<file path="config.mk">
export PLATFORM = sky130hd
export DESIGN_NAME = rtc_trim
export DESIGN_NICKNAME = d
export VERILOG_FILES = /design/src/rtl/rtc_trim_pkg.sv /design/src/rtl/trim_cal_reg.sv /design/src/rtl/trim_window.sv /design/src/rtl/trim_phase.sv /design/src/rtl/rtc_trim.sv
export SDC_FILE = /design/constraint.sdc
export NUM_CORES = 1
export LEC_CHECK = 0
export BUFFER_PORTS_ARGS = -buffer_cell sky130_fd_sc_hd__buf_2
export CAP_MARGIN = 30
export CORE_ASPECT_RATIO = 1.25
export CORE_MARGIN = 2
export CORE_UTILIZATION = 60
export DETAILED_ROUTE_END_ITERATION = 16
export PLACE_DENSITY_LB_ADDON = 0.25
export SYNTH_ARGS = -nofsm -noshare
export SYNTH_HDL_FRONTEND = slang
export SYNTH_HIERARCHICAL = 1
export SYNTH_SLANG_ARGS = --single-unit
</file>
<file path="constraint.sdc">
create_clock -name clk -period 9.1 [get_ports clk]
set_input_delay 0.455 -clock clk [delete_from_list [all_inputs] [get_ports clk]]
set_output_delay 0.455 -clock clk [all_outputs]
set_load 0.05 [all_outputs]
</file>
<file path="src/rtl/rtc_trim_pkg.sv">
// Shared constants and helpers for the tick trimmer.
// Assumes the calibration word is 16 bits wide, laid out as the block requires.
package rtc_trim_pkg;
    localparam logic [15:0] CAL_NOMINAL = 16'h2000;

    // True when bits 14:8 carry the sign-dependent fill for bit 7.
    function automatic logic fill_ok(input logic [15:0] w);
        return w[14:8] == {1'b0, ~w[7], {5{w[7]}}};
    endfunction
endpackage

</file>
<file path="src/rtl/trim_cal_reg.sv">
// Calibration register: holds the written word, flags bad fill, and copies
// the word into the active setting at each tick boundary.
// Assumes cal_we is a one-cycle strobe and load marks the end of a period.
module trim_cal_reg
    import rtc_trim_pkg::*;
(
    input  logic        clk,
    input  logic        rst_n,
    input  logic        cal_we,
    input  logic [15:0] cal_wdata,
    input  logic        load,
    output logic [15:0] shadow,
    output logic [7:0]  act_off,
    output logic        act_coarse,
    output logic        fill_err
);
    logic [15:0] active;

    // Capture writes into the software-visible copy.
    always_ff @(posedge clk) begin
        if (!rst_n)      shadow <= CAL_NOMINAL;
        else if (cal_we) shadow <= cal_wdata;
    end

    // Latch a sticky error on any write with a wrong fill pattern.
    always_ff @(posedge clk) begin
        if (!rst_n)                          fill_err <= 1'b0;
        else if (cal_we && !fill_ok(cal_wdata)) fill_err <= 1'b1;
    end

    // Move the written value into use only at a tick boundary.
    always_ff @(posedge clk) begin
        if (!rst_n)    active <= CAL_NOMINAL;
        else if (load) active <= shadow;
    end

    assign act_off    = active[7:0];
    assign act_coarse = active[15];
endmodule

</file>
<file path="src/rtl/trim_window.sv">
// Adjustment window: counts ticks and marks the period that carries the
// correction, once every FINE_TICKS or COARSE_TICKS periods.
// Assumes both window lengths are at least 1.
module trim_window #(
    parameter int FINE_TICKS   = 32,
    parameter int COARSE_TICKS = 8
) (
    input  logic clk,
    input  logic rst_n,
    input  logic wrap,
    input  logic coarse,
    output logic adjust
);
    localparam int MAXW = (FINE_TICKS > COARSE_TICKS) ? FINE_TICKS : COARSE_TICKS;
    localparam int WW   = $clog2(MAXW + 1);
    localparam logic [WW-1:0] FINE_LAST   = WW'(FINE_TICKS - 1);
    localparam logic [WW-1:0] COARSE_LAST = WW'(COARSE_TICKS - 1);

    logic [WW-1:0] win_cnt;
    logic [WW-1:0] last;

    // Pick the last period index of the window for the active mode.
    always_comb last = coarse ? COARSE_LAST : FINE_LAST;

    assign adjust = (win_cnt >= last);

    // Step the window once per completed period, restarting after the adjusted one.
    always_ff @(posedge clk) begin
        if (!rst_n)      win_cnt <= '0;
        else if (wrap)   win_cnt <= adjust ? '0 : win_cnt + 1'b1;
    end
endmodule

</file>
<file path="src/rtl/trim_phase.sv">
// Phase counter: counts reference enables up to the requested period and
// emits a registered one-cycle tick after the enable that completes it.
// Assumes period is at least 2 and changes only when wrap is high.
module trim_phase #(
    parameter int PW = 16
) (
    input  logic          clk,
    input  logic          rst_n,
    input  logic          ref_en,
    input  logic [PW-1:0] period,
    output logic          wrap,
    output logic          tick
);
    logic [PW-1:0] phase;

    assign wrap = ref_en && (phase == period - {{(PW-1){1'b0}}, 1'b1});

    // Advance the phase on each reference enable and restart at the period end.
    always_ff @(posedge clk) begin
        if (!rst_n)      phase <= '0;
        else if (wrap)   phase <= '0;
        else if (ref_en) phase <= phase + 1'b1;
    end

    // Register the tick so it is a clean single-cycle pulse.
    always_ff @(posedge clk) begin
        if (!rst_n) tick <= 1'b0;
        else        tick <= wrap;
    end
endmodule

</file>
<file path="src/rtl/rtc_trim.sv">
// Top of the tick trimmer: joins the calibration register, the adjustment
// window and the phase counter, and computes the period length of each tick.
// Assumes CYC_PER_TICK exceeds 128 so a +127 offset still leaves a valid period.
module rtc_trim #(
    parameter int CYC_PER_TICK = 32768,
    parameter int FINE_TICKS   = 32,
    parameter int COARSE_TICKS = 8
) (
    input  logic        clk,
    input  logic        rst_n,
    input  logic        ref_en,
    input  logic        cal_we,
    input  logic [15:0] cal_wdata,
    output logic [15:0] cal_rdata,
    output logic        sec_tick,
    output logic        fill_err
);
    localparam int PW = $clog2(CYC_PER_TICK + 129);
    localparam logic signed [PW:0] BASE_S = (PW+1)'(CYC_PER_TICK);

    logic                 wrap;
    logic                 adjust;
    logic [7:0]           act_off;
    logic                 act_coarse;
    logic signed [PW:0]   off_s;
    logic signed [PW:0]   per_s;
    logic [PW-1:0]        period;

    trim_cal_reg u_cal (
        .clk        (clk),
        .rst_n      (rst_n),
        .cal_we     (cal_we),
        .cal_wdata  (cal_wdata),
        .load       (wrap),
        .shadow     (cal_rdata),
        .act_off    (act_off),
        .act_coarse (act_coarse),
        .fill_err   (fill_err)
    );

    trim_window #(
        .FINE_TICKS   (FINE_TICKS),
        .COARSE_TICKS (COARSE_TICKS)
    ) u_win (
        .clk    (clk),
        .rst_n  (rst_n),
        .wrap   (wrap),
        .coarse (act_coarse),
        .adjust (adjust)
    );

    // Period of the current tick: nominal, or nominal minus the signed offset.
    always_comb begin
        off_s  = adjust ? $signed({{(PW-7){act_off[7]}}, act_off}) : '0;
        per_s  = BASE_S - off_s;
        period = per_s[PW-1:0];
    end

    trim_phase #(.PW(PW)) u_phase (
        .clk    (clk),
        .rst_n  (rst_n),
        .ref_en (ref_en),
        .period (period),
        .wrap   (wrap),
        .tick   (sec_tick)
    );
endmodule

</file>
* Word-level counts from Yosys, hierarchy flattened *
Index checks and enable logic that the tools add are counted.

storage, ports and cells
  input port bits = 20
  bits in registers = 56

operators by class
  muxes and demuxes = 3
  equal/unequal tests = 2
  reduce and logical (&&, ||, !) cells = 4
  add/subtract/negate cells = 4
  bitwise logic cells = 2
  $lt $le $gt $ge = 1

operators with widths
  operator                count
  $add 16x1->16 const B   1
  $eq 16x16->1            1
  $mux 16                 1
  $sub 16x1->16 const B   1
  $sub 16x16->16 const A  1
  $eq 7x6->1              1
  $add 6x1->6 const B     1
  $ge 6x6->1              1
  $mux 6                  1
  $mux 5                  1
  $logic_and 1x1->1       2
  $not 1->1               2
  $reduce_or 2->1         1
  $logic_not 1->1         1

* Depth between registers and ports, before layout *
Gate-level depths: netlist (run 1).

  depth after elaboration = 8
  depth in mapped cells = 19

* Hierarchy *
The synthesis (run 1) kept the hierarchy.

modules (own cells, without submodules)
  module        area an instance (µm²)  sequential area each (µm²)  instances  cells an instance
  trim_phase    1,534.0                 340.3                       1          193
  trim_cal_reg  1,007.2                 520.5                       1          88
  trim_window   331.6                   120.1                       1          36
  rtc_trim      236.5                   0.0                         1          36

* Least setup slack after synthesis (run 1) *
OpenSTA, ideal clock, no wires.

  path type = register to register
  start point = reg u_cal.active[15]
  end point = reg u_win.win_cnt[5]
  cell stages (with the launch flop) = 18
  slack = 4.817 ns
  data arrival time = 4.204 ns
  cell sequence = dfxtp_1 -> ha_1 -> a211oi_2 -> nand2_1 -> clkbuf_1 -> nand2_1 -> ha_1 -> clkbuf_1 -> xor2_1 -> nor2b_1 -> or3_1 -> o211ai_1 -> nand3_1 -> nor4_4 -> and2_1 -> nand3_2 -> or3_1 -> a211oi_2

between the ends
  word-level cells in the longest chain between the ends = 7

ends and longest elaborated chain
  item                      line                text
  start: declaration        trim_cal_reg.sv:17  logic [15:0] active;
  start signal: assignment  trim_cal_reg.sv:34  else if (load) active <= shadow;
  $mux 5                    trim_window.sv:23   always_comb last = coarse ? COARSE_LAST : FINE_LAST;
  $ge 6x6->1                trim_window.sv:25   assign adjust = (win_cnt >= last);
  net adjust                rtc_trim.sv:22      logic adjust;
  $mux 16                   rtc_trim.sv:54      off_s = adjust ? $signed({{(PW-7){act_off[7]}}, act_off}) : '0;
  $sub 16x16->16            rtc_trim.sv:55      per_s = BASE_S - off_s;
  net per_s[2]              rtc_trim.sv:26      logic signed [PW:0] per_s;
  $sub 16x1->16             trim_phase.sv:16    assign wrap = ref_en && (phase == period - {{(PW-1){1'b0}}, 1'b1});
  $eq 16x16->1              trim_phase.sv:16
  $logic_and 1x1->1         trim_phase.sv:16
  net wrap                  rtc_trim.sv:21      logic wrap;
  end signal: assignment    trim_window.sv:30   else if (wrap) win_cnt <= adjust ? '0 : win_cnt + 1'b1;
  end: declaration          trim_window.sv:19   logic [WW-1:0] win_cnt;

The timed path passes the listed nets, and every way through them passes these cells.
A chain may end at the register's enable or synchronous reset.

* Final worst setup path (run 1) *
  start point = reg u_win.win_cnt[4]
  end point = reg u_win.win_cnt[5]

between the ends
  word-level cells in the longest chain between the ends = 6

ends and longest elaborated chain
  item               line
  $ge 6x6->1         trim_window.sv:25
  net adjust         rtc_trim.sv:22
  $mux 16            rtc_trim.sv:54
  $sub 16x16->16     rtc_trim.sv:55
  net per_s[8]       rtc_trim.sv:26
  $sub 16x1->16      trim_phase.sv:16
  $eq 16x16->1       trim_phase.sv:16
  $logic_and 1x1->1  trim_phase.sv:16
  net wrap           rtc_trim.sv:21

The timed path passes the listed nets, and every way through them passes these cells.

==> impl_metrics.env, run 1 <==
export IMPL_hold_class="input port to flip-flop"
export IMPL_ios=38
export IMPL_final_common_cell="dfxtp_1"
export IMPL_synth_edf_count=0
export IMPL_die_w_um=68.4
export IMPL_crit_fanout=18
export IMPL_cts_setup_buffers=0
export IMPL_synth_cell_types=61
export IMPL_critPathTopFamily="simple AND/OR/NAND/NOR gates"
export IMPL_routedWlPerCell_um=14.7
export IMPL_synth_area_leader_cell="dfxtp_1"
export IMPL_rows=29
export IMPL_slew_headroom=0.343
export IMPL_via_per_inst=5.85
export IMPL_num_vias=2608
export IMPL_power_per_cell_area_nw_per_um2=121
export IMPL_clk_latency_ns=0.31
export IMPL_cpPeakStageDelay_ns=0.79
export IMPL_cts_buffers=5
export IMPL_detail_route_first_pass_iterations=4
export IMPL_cts_root_buf="clkbuf_8"
export IMPL_wirelength_mm=6.55
export IMPL_critical_path_class="flip-flop to flip-flop"
export IMPL_antenna_found_initial=0
export IMPL_tightest_slew_ns=0.976
export IMPL_drv_slew=0
export IMPL_fin_ws_ns=3.90
export IMPL_p_leak_nw=1.46
export IMPL_die_h_um=84.5
export IMPL_min_path_cells=3
export IMPL_hold_buffers=0
export IMPL_layout_common_cells="49 x dfxtp_1, 38 x nand2_1, 37 x buf_2"
export IMPL_hold_end="u_cal/shadow[13]"
export IMPL_end_kind="flip-flop"
export IMPL_clk_pin_slew_ns=0.09
export IMPL_place_area_um2=3300
export IMPL_netlist_instances=353
export IMPL_yosys_top_cells_area="dfxtp_1 32%, mux2i_1 9.0%, nor2b_1 6.4%"
export IMPL_core_um2=5040
export IMPL_regToRegEndpoint="u_win/win_cnt[5]"
export IMPL_cts_resized=0
export IMPL_clk_path_buf_depth=2
export IMPL_syn_to_final_growth_pct=9.62
export IMPL_regToRegStartpoint="u_win/win_cnt[4]"
export IMPL_netlist_area_um2=3110
export IMPL_tns_ns=0
export IMPL_ys_ff_latch=49
export IMPL_hold_viol_final=0
export IMPL_netlist_area_leader_share=0.315
export IMPL_die_area_um2=5780
export IMPL_insertedDiodeCount=0
export IMPL_finalClockSkew_ns=0.00706
export IMPL_synth_avg_cell_area_um2=8.81
export IMPL_r2r_cells=14
export IMPL_slowest_stage="a21boi_0"
export IMPL_worstPathCellList="ha_1 -> nand4_1 -> nand2_1 -> nand2_1 -> ha_1 -> a21boi_0 -> o21ai_0 -> or4_4 -> a311oi_4 -> buf_4 -> and2_1 -> nand3_2 -> or3_1 -> a211oi_2"
export IMPL_critPathLaunchType="flip-flop"
export IMPL_cts_tree="built"
export IMPL_arrival_ns=5.43
export IMPL_grt_overflow=0
export IMPL_dp_slack_ns=3.96
export IMPL_hold_path_startpoint="cal_wdata[13]"
export IMPL_initial_utilization=0.616
export IMPL_fin_crit_sh=0.571
export IMPL_finalCriticalPeriod_ns=5.20
export IMPL_setup_viol=0
export IMPL_drive_above_1_share=0.195
export IMPL_crit_buf_inv=1
export IMPL_synthArstFlopShare=0
export IMPL_hpwlAfterDp_mm=4.85
export IMPL_yosys_most_used_dff="dfxtp_1"
export IMPL_ctsHtreeMaxLevel=2
export IMPL_design_area_um2=3410
export IMPL_irDropWorstVdd_mv=0.137
export IMPL_yosysWarnings=6
export IMPL_fmax_mhz=192
export IMPL_grt_pass1_wl_mm=11.0
export IMPL_layout_nets=410
export IMPL_fill_cells=425
export IMPL_drc_errors=0
export IMPL_drt_initial_drc_count=193
export IMPL_ys_seq_area_frac=0.315
export IMPL_synth_nets=380
export IMPL_clkSinkCount=49
export IMPL_cap_viol_max_count=0
export IMPL_grt_pass1_vias=2367
export IMPL_cp_required_ns=9.34
export IMPL_status="complete, no violations"
export IMPL_r2r_slack_ns=3.90
export IMPL_place_gp_congestion=0.932
export IMPL_grt_usage=0.245
export IMPL_port_buffers=37
export IMPL_rsz0062_at_grt="no"
export IMPL_antenna_left=0
export IMPL_grt_max_degree=45
[synthesized netlist by cell type, types with 2 or more instances]
master and instances:
a21boi_0 4, o31ai_1 3, a32oi_1 2, nor2b_1 32, ha_1 7, nand4_1 13, nor3_1 6, nor4_1 4
a21oi_1 13, buf_4 2, a211oi_2 2, and2_1 5, nor4b_1 2, and3_1 4, nand3_1 7, inv_1 11
xor2_1 17, nand2_1 38, dfxtp_1 49, nand4b_1 2, nor3_2 2, a21oi_2 10, mux2i_1 28, xnor2_1 17
or4_4 2, clkbuf_1 9, o21ai_0 7, nor2_1 17, or3_1 3, buf_2 4
[report_power, final]
group	switching, W	internal (W)
sequential	0.00000422	0.000220
clock	0.0000757	0.0000703
combinational	0.0000281	0.0000142
total	0.000108	0.000304
[tightest hold or removal path, delay by kind of cell]
family	cells	cell delay [ns]
simple gates	1	0.06
buf+inv	1	0.10
mux	1	0.06
[cell type report]
type	count	area (µm²)	share of cell area
Clock buffer	7	96.3	0.0283
Clock inverter	1	8.76	0.00257
Inverter	11	41.3	0.0121
Multi-Input combinational cell	277	2000	0.588
Sequential cell	49	981	0.288
Tap cell	62	77.6	0.0228
Timing Repair Buffer	39	200	0.0587
[registers in the layout, indices dropped and copies added (netlist names)]
signal	cells
u_cal/active	9
u_phase/tick	1
u_cal/shadow	16
u_win/win_cnt	6
u_phase/phase	16
u_cal/fill_err	1
[per-stage QoR]
step	hold WS, ns	util	std cells	total power (W)
after floorplan	0.475	-	353	0.000259
after global placement	0.453	0.655	438	0.000271
after detailed placement	0.459	0.655	438	0.000272
after CTS	0.379	0.676	446	0.000418
after global routing	0.392	0.676	446	0.000429
final	0.396	0.676	446	0.000412
[cells by family (layout without fill, tap and decap cells)]
kind of cell | after synthesis | after routing | share of synthesized area
compound gates | 55 | 55 | 0.134
simple gates | 151 | 151 | 0.287
flops | 49 | 49 | 0.315
mux | 29 | 29 | 0.0938
buf+inv | 27 | 58 | 0.0402
xor+xnor | 35 | 35 | 0.101
fa+ha+maj | 7 | 7 | 0.0282
[worst max-delay path by stage]
stage,cells past startpoint,start,end,slack [ns]
CTS,16,u_cal/active[15],u_win/win_cnt[5],3.93
detailed placement,16,u_cal/active[15],u_win/win_cnt[5],3.96
global route,16,u_cal/active[15],u_win/win_cnt[5],3.54
global placement,14,u_win/win_cnt[4],u_win/win_cnt[5],4.13
finish,14,u_win/win_cnt[4],u_win/win_cnt[5],3.90
floorplan,17,u_cal/active[15],u_win/win_cnt[5],4.82
[routing by layer]
metal / wire, µm / global-route usage / vias to the layer above
met5: 0 / 0 / -
met4: 144 / 0.0927 / 0
met3: 244 / 0.0456 / 14
met2: 3360 / 0.411 / 62
met1: 2800 / 0.302 / 1224
li1: - / - / 1308
Note: power is estimated with default switching activity, not from simulation.
==> run 2, diff against run 1 <==
--- a/config.mk
+++ b/config.mk
@@ -9,7 +9,7 @@
 export CAP_MARGIN = 30
 export CORE_ASPECT_RATIO = 1.25
 export CORE_MARGIN = 2
-export CORE_UTILIZATION = 60
+export CORE_UTILIZATION = 58
 export DETAILED_ROUTE_END_ITERATION = 16
 export PLACE_DENSITY_LB_ADDON = 0.25
 export SYNTH_ARGS = -nofsm -noshare
==> constraint.sdc (replaced) <==
create_clock -name clk -period 5.1 [get_ports clk]
set_input_delay 0.255 -clock clk [delete_from_list [all_inputs] [get_ports clk]]
set_output_delay 0.255 -clock clk [all_outputs]
set_load 0.05 [all_outputs]
==> run 2 against run 1 <==
Global-route usage down 0.61 points. Flip-flop and latch count unchanged. Register-to-register slack worse by 3.3 ns. Critical path depth up 3. First-iteration DRC count down 21%. Clock skew up 0.0011 ns. Via count up 1.0%. Critical path type unchanged.
==> impl_metrics.env, run 2 (synthesis gave the netlist of run 1 again) <==
export IMPL_status="complete, no violations"
export IMPL_syn_to_final_growth_pct=10.9
export IMPL_hold_class="input port to flip-flop"
export IMPL_slowest_stage="a32oi_1"
export IMPL_cts_setup_buffers=0
export IMPL_crit_buf_inv=2
export IMPL_die_area_um2=5970
export IMPL_cts_buffers=5
export IMPL_cts_resized=0
export IMPL_drc_errors=0
export IMPL_cp_required_ns=5.29
export IMPL_cap_viol_max_count=0
export IMPL_power_switching_w=0.000193
export IMPL_p_clk_frac=0.412
export IMPL_clk_path_buf_depth=2
export IMPL_rows=29
export IMPL_hpwlAfterDp_mm=5.03
export IMPL_arrival_ns=4.71
export IMPL_hold_path_startpoint="cal_wdata[1]"
export IMPL_hold_buffers=0
export IMPL_cpPeakStageDelay_ns=0.55
export IMPL_worstPathCellList="ha_1 -> a211oi_2 -> nand2_1 -> nand2_1 -> ha_1 -> nand2_1 -> a32oi_1 -> xnor2_1 -> o22ai_1 -> nor3_1 -> nand3_1 -> nor4_4 -> and2_1 -> buf_4 -> inv_1 -> a21oi_1 -> nor3_1"
export IMPL_critical_path_class="flip-flop to flip-flop"
export IMPL_grt_max_degree=45
export IMPL_layout_nets=411
export IMPL_die_h_um=85.9
export IMPL_final_common_cell="dfxtp_1"
export IMPL_clkSinkCount=49
export IMPL_regToRegStartpoint="u_win/win_cnt[4]"
export IMPL_ctsHtreeMaxLevel=2
export IMPL_grt_pass1_wl_mm=11.7
export IMPL_critPathLaunchType="flip-flop"
export IMPL_p_leak_nw=1.48
export IMPL_fin_crit_sh=0.887
export IMPL_via_per_inst=5.89
export IMPL_slew_headroom=0.348
export IMPL_rsz0062_at_grt="no"
export IMPL_swShare=0.239
export IMPL_detail_route_first_pass_iterations=4
export IMPL_ios=38
export IMPL_grt_overflow=0
export IMPL_cts_tree="built"
export IMPL_drive_above_1_share=0.197
export IMPL_routedWlPerCell_um=15.4
export IMPL_initial_utilization=0.608
export IMPL_clk_latency_ns=0.30
export IMPL_crit_path_frequent_cell="nand2_1"
export IMPL_clk_pin_slew_ns=0.09
export IMPL_antenna_found_initial=0
export IMPL_drv_slew=0
export IMPL_wirelength_mm=6.88
export IMPL_tightest_slew_ns=0.970
export IMPL_dp_slack_ns=0.656
export IMPL_antenna_left=0
export IMPL_die_w_um=69.5
export IMPL_seq_power_share=0.495
export IMPL_critPathTopFamily="simple AND/OR/NAND/NOR gates"
export IMPL_finalCriticalPeriod_ns=4.52
export IMPL_drt_initial_drc_count=153
export IMPL_grt_pass1_vias=2568
export IMPL_insertedDiodeCount=0
export IMPL_cts_root_buf="clkbuf_8"
export IMPL_core_um2=5120
export IMPL_internal_power_w=0.000615
export IMPL_r2r_slack_ns=0.58
export IMPL_irDropWorstVdd_mv=0.211
export IMPL_port_buffers=37
export IMPL_fmax_mhz=221
export IMPL_tns_ns=0
export IMPL_crit_fanout=15
export IMPL_layout_common_cells="49 x dfxtp_1, 38 x nand2_1, 37 x buf_2"
export IMPL_hold_viol_final=0
export IMPL_power_per_cell_area_nw_per_um2=234
export IMPL_largest_registers="u_cal/shadow x16, u_phase/phase x16, u_cal/active x9"
export IMPL_setup_viol=0
export IMPL_grt_usage=0.239
export IMPL_finalClockSkew_ns=0.00815
export IMPL_startpoint="u_win/win_cnt[4]"
export IMPL_place_gp_congestion=0.975
export IMPL_num_vias=2634
export IMPL_end_kind="flip-flop"
export IMPL_fin_ws_ns=0.575
export IMPL_fin_util=0.674
export IMPL_combinationalPowerShare=0.093
run 2: power by group through the flow:
stage,Clock (W),Combinational [W],Sequential [W]
finish,0.000333,0.0000755,0.000400
global route,0.000354,0.0000808,0.000402
CTS,0.000343,0.0000759,0.000400
detailed placement,0,0.0000760,0.000409
global placement,0,0.0000749,0.000408
floorplan,0,0.0000269,0.000435
run 2: per-layer routing:
layer | GRT usage | routed length, µm | vias up
met2 | 0.439 | 3630 | 68
li1 | - | - | 1307
met4 | 0.0838 | 61 | 0
met5 | 0 | 0 | -
met3 | 0.0376 | 235 | 6
met1 | 0.281 | 2960 | 1253
run 2: cell type report:
type / count / area, µm²
Sequential cell: 49 / 981
Tap cell: 62 / 77.6
Fill cell: 425 / 1670
Timing Repair Buffer: 40 / 208
Clock inverter: 3 / 68.8
Inverter: 11 / 41.3
Clock buffer: 5 / 68.8
Multi-Input combinational cell: 277 / 2000
run 2: worst min-delay path, stage by stage:
cell and delay [ns]:
buf_2 0.07, mux2i_1 0.05, nor2b_1 0.09
run 2: final timing paths:
check	cells after the start	end
hold / removal	3	u_cal/shadow[1]
hold reg to reg	2	u_cal/shadow[13]
setup reg to reg	17	u_win/win_cnt[4]
setup / recovery	17	u_win/win_cnt[4]
run 2: through the flow:
step	total power (W)	cell area, µm²	hold slack, ns	cells
4_1_cts	0.000819	3450	0.199	447
3_5_place_dp	0.000485	3310	0.474	439
3_3_place_gp	0.000483	3310	0.457	439
2_1_floorplan	0.000462	3110	0.383	353
6_report	0.000808	3450	0.205	447
5_1_grt	0.000836	3450	0.198	447
==> run 3, diff against run 2 <==
--- a/config.mk
+++ b/config.mk
@@ -5,6 +5,7 @@
 export SDC_FILE = /design/constraint.sdc
 export NUM_CORES = 1
 export LEC_CHECK = 0
+export ABC_AREA = 1
 export BUFFER_PORTS_ARGS = -buffer_cell sky130_fd_sc_hd__buf_2
 export CAP_MARGIN = 30
 export CORE_ASPECT_RATIO = 1.25
==> run 3 against run 2 <==
Cell area is 3.2% lower. Synthesized cell count up 27%. Worst hold slack got worse by 0.037 ns. Largest power group unchanged.
==> impl_metrics.env, run 3 <==
export IMPL_status="complete, no violations"
export IMPL_grt_pass1_vias=2730
export IMPL_clk_latency_ns=0.30
export IMPL_clk_path_buf_depth=2
export IMPL_port_buffers=37
export IMPL_wl_met1_mm=2.65
export IMPL_grt_usage=0.237
export IMPL_netlist_area_um2=3040
export IMPL_syn_to_final_growth_pct=9.75
export IMPL_crit_fanout=16
export IMPL_endpoint="u_cal/active[4]"
export IMPL_regArea_um2=981
export IMPL_netlist_area_leader_share=0.323
export IMPL_drt_initial_drc_count=107
export IMPL_finalCriticalPeriod_ns=4.06
export IMPL_die_w_um=68.8
export IMPL_hold_class="input port to flip-flop"
export IMPL_startpoint="u_cal/active[15]"
export IMPL_yosys_most_used_dff="dfxtp_1"
export IMPL_via_per_inst=5.12
export IMPL_irDropWorstVdd_mv=0.206
export IMPL_detail_route_first_pass_iterations=4
export IMPL_fin_crit_sh=0.797
export IMPL_initial_utilization=0.599
export IMPL_regToRegEndpoint="u_cal/active[4]"
export IMPL_hold_path_startpoint="cal_wdata[0]"
export IMPL_netlist_instances=450
export IMPL_dr_wl_met2_mm=3.10
export IMPL_cts_resized=0
export IMPL_end_kind="flip-flop"
export IMPL_synth_top_family_by_area="simple AND/OR/NAND/NOR gates"
export IMPL_critPathLaunchType="flip-flop"
export IMPL_grt_max_degree=30
export IMPL_synth_cell_types=27
export IMPL_synth_simple_area_share=0.364
export IMPL_final_common_cell="nor2_1"
export IMPL_rows=29
export IMPL_fin_ws_ns=1.04
export IMPL_ios=38
export IMPL_r2r_slack_ns=1.04
export IMPL_synthArstFlopShare=0
export IMPL_tns_ns=0
export IMPL_ys_ff_latch=49
export IMPL_largest_registers="u_cal/shadow x16, u_phase/phase x16, u_cal/active x9"
export IMPL_hold_buffers=0
export IMPL_yosysMostFrequentCell="nor2_1"
export IMPL_layout_nets=510
export IMPL_yosys_top_cells_area="dfxtp_1 32%, nor2_1 11%, nand2_1 11%"
export IMPL_design_area_um2=3340
export IMPL_arrival_ns=4.26
export IMPL_yosysWarnings=6
export IMPL_drv_slew=0
export IMPL_power_per_cell_area_nw_per_um2=232
export IMPL_antenna_found_initial=0
export IMPL_muxShareOfSynthArea=0.00658
export IMPL_cts_tree="built"
export IMPL_tightest_slew_ns=0.488
export IMPL_drive_above_1_share=0.182
export IMPL_finalClockSkew_ns=0.00513
export IMPL_cts_setup_buffers=0
export IMPL_fill_cells=478
export IMPL_die_h_um=85.0
export IMPL_cts_root_buf="clkbuf_8"
export IMPL_synth_avg_cell_area_um2=6.76
export IMPL_yosys_top_cells_count="92 x nor2_1, 86 x nand2_1, 49 x dfxtp_1, 49 x inv_1, 23 x o21ai_0"
export IMPL_num_vias=2793
export IMPL_cts_buffers=5
export IMPL_core_um2=5080
export IMPL_r2r_cells=24
export IMPL_critical_path_class="flip-flop to flip-flop"
export IMPL_fmax_mhz=246
export IMPL_cp_required_ns=5.30
export IMPL_synth_xor_area_share=0.0979
export IMPL_ctsHtreeMaxLevel=2
export IMPL_place_gp_congestion=0.884
export IMPL_antenna_left=0
export IMPL_synthAdderAreaFrac=0.0288
export IMPL_ys_seq_area_frac=0.323
export IMPL_synth_edf_count=0
export IMPL_p_leak_nw=1.83
export IMPL_synth_area_leader_cell="dfxtp_1"
export IMPL_setup_viol=0
export IMPL_clk_pin_slew_ns=0.09
export IMPL_grt_overflow=0
export IMPL_synth_compound_area_share=0.0823
export IMPL_clkSinkCount=49
export IMPL_multi_input_area_um2=1760
export IMPL_cap_viol_max_count=0
export IMPL_hpwlAfterDp_mm=4.70
export IMPL_hold_viol_final=0
export IMPL_regToRegStartpoint="u_cal/active[15]"
export IMPL_drc_errors=0
export IMPL_met3WireLength_um=252
export IMPL_rsz0062_at_grt="no"
export IMPL_slew_headroom=0.675
export IMPL_place_area_um2=3220
export IMPL_wirelength_mm=6.24
export IMPL_dr_max_layer_used="met4"
export IMPL_layout_common_cells="92 x nor2_1, 86 x nand2_1, 49 x inv_1, 49 x dfxtp_1, 37 x buf_2"
export IMPL_insertedDiodeCount=0
export IMPL_synth_nets=477
export IMPL_dp_slack_ns=1.13
export IMPL_routedWlPerCell_um=11.4
export IMPL_die_area_um2=5840
export IMPL_grt_pass1_wl_mm=11.0
[run 3: kinds of logic after synthesis]
group	count (synthesis)
AND/OR/NAND/NOR	242
adder cells (fa/ha/maj)	7
flip-flops	49
AO/OA/AOI/OAI	49
XOR/XNOR	34
buffers and inverters	67
multiplexers	2
[run 3: area by class of cell]
| type | count | area share |
|---|---|---|
| Multi-Input combinational cell | 334 | 0.528 |
| Sequential cell | 49 | 0.294 |
| Inverter | 56 | 0.0630 |
| Timing Repair Buffer | 37 | 0.0555 |
| Clock buffer | 6 | 0.0247 |
| Tap cell | 62 | 0.0232 |
| Clock inverter | 2 | 0.0112 |
[run 3: metal layers]
metal / GRT usage / vias to the layer above
met5: 0 / -
met4: 0.116 / 0
met3: 0.0424 / 17
met2: 0.415 / 65
met1: 0.265 / 1261
li1: - / 1450
[run 3: metrics by stage]
step	instances	hold WS, ns	utilization	power, W
finish	546	0.168	0.657	0.000774
global route	546	0.178	0.657	0.000801
CTS	546	0.163	0.657	0.000781
detailed placement	538	0.444	0.633	0.000491
global placement	538	0.435	0.633	0.000489
floorplan	450	0.367	-	0.000469
[run 3: worst min-delay path by stage]
| stage | endpoint | slack [ns] | depth (start not counted) |
|---|---|---|---|
| after floorplan | u_phase/tick | 0.37 | 2 |
| after detailed placement | u_cal/shadow[13] | 0.44 | 2 |
| after global routing | u_cal/shadow[1] | 0.18 | 3 |
| after global placement | u_cal/shadow[13] | 0.43 | 2 |
| after CTS | u_cal/shadow[0] | 0.16 | 3 |
| final | u_cal/shadow[0] | 0.17 | 3 |
[run 3: power breakdown]
group          leakage [nW]  internal, W  switching [W]  total (W)
registers             0.400     0.000393     0.00000785   0.000401
clock network        0.0574     0.000160       0.000132   0.000292
logic                  1.37    0.0000215      0.0000594  0.0000809
total                  1.83     0.000574       0.000200   0.000774
[run 3: critical path, cell delays in order (launching register included)]
cell and delay, ns:
dfxtp_1 0.34, ha_1 0.34, inv_1 0.07, nor2_1 0.04, nand2_1 0.08, nand2_2 0.20
nand2_2 0.16, ha_1 0.22, nand3_2 0.11, o21ai_0 0.19, nand2_1 0.17, nor2_1 0.16
nand2_1 0.10, nor2_4 0.16, nand2_1 0.10, nand2_1 0.08, nand2_1 0.05, nor2_1 0.10
nand2_1 0.08, nor2_2 0.11, nand2_2 0.08, inv_1 0.38, clkinv_1 0.36, nor2_1 0.18
nor2_1 0.06
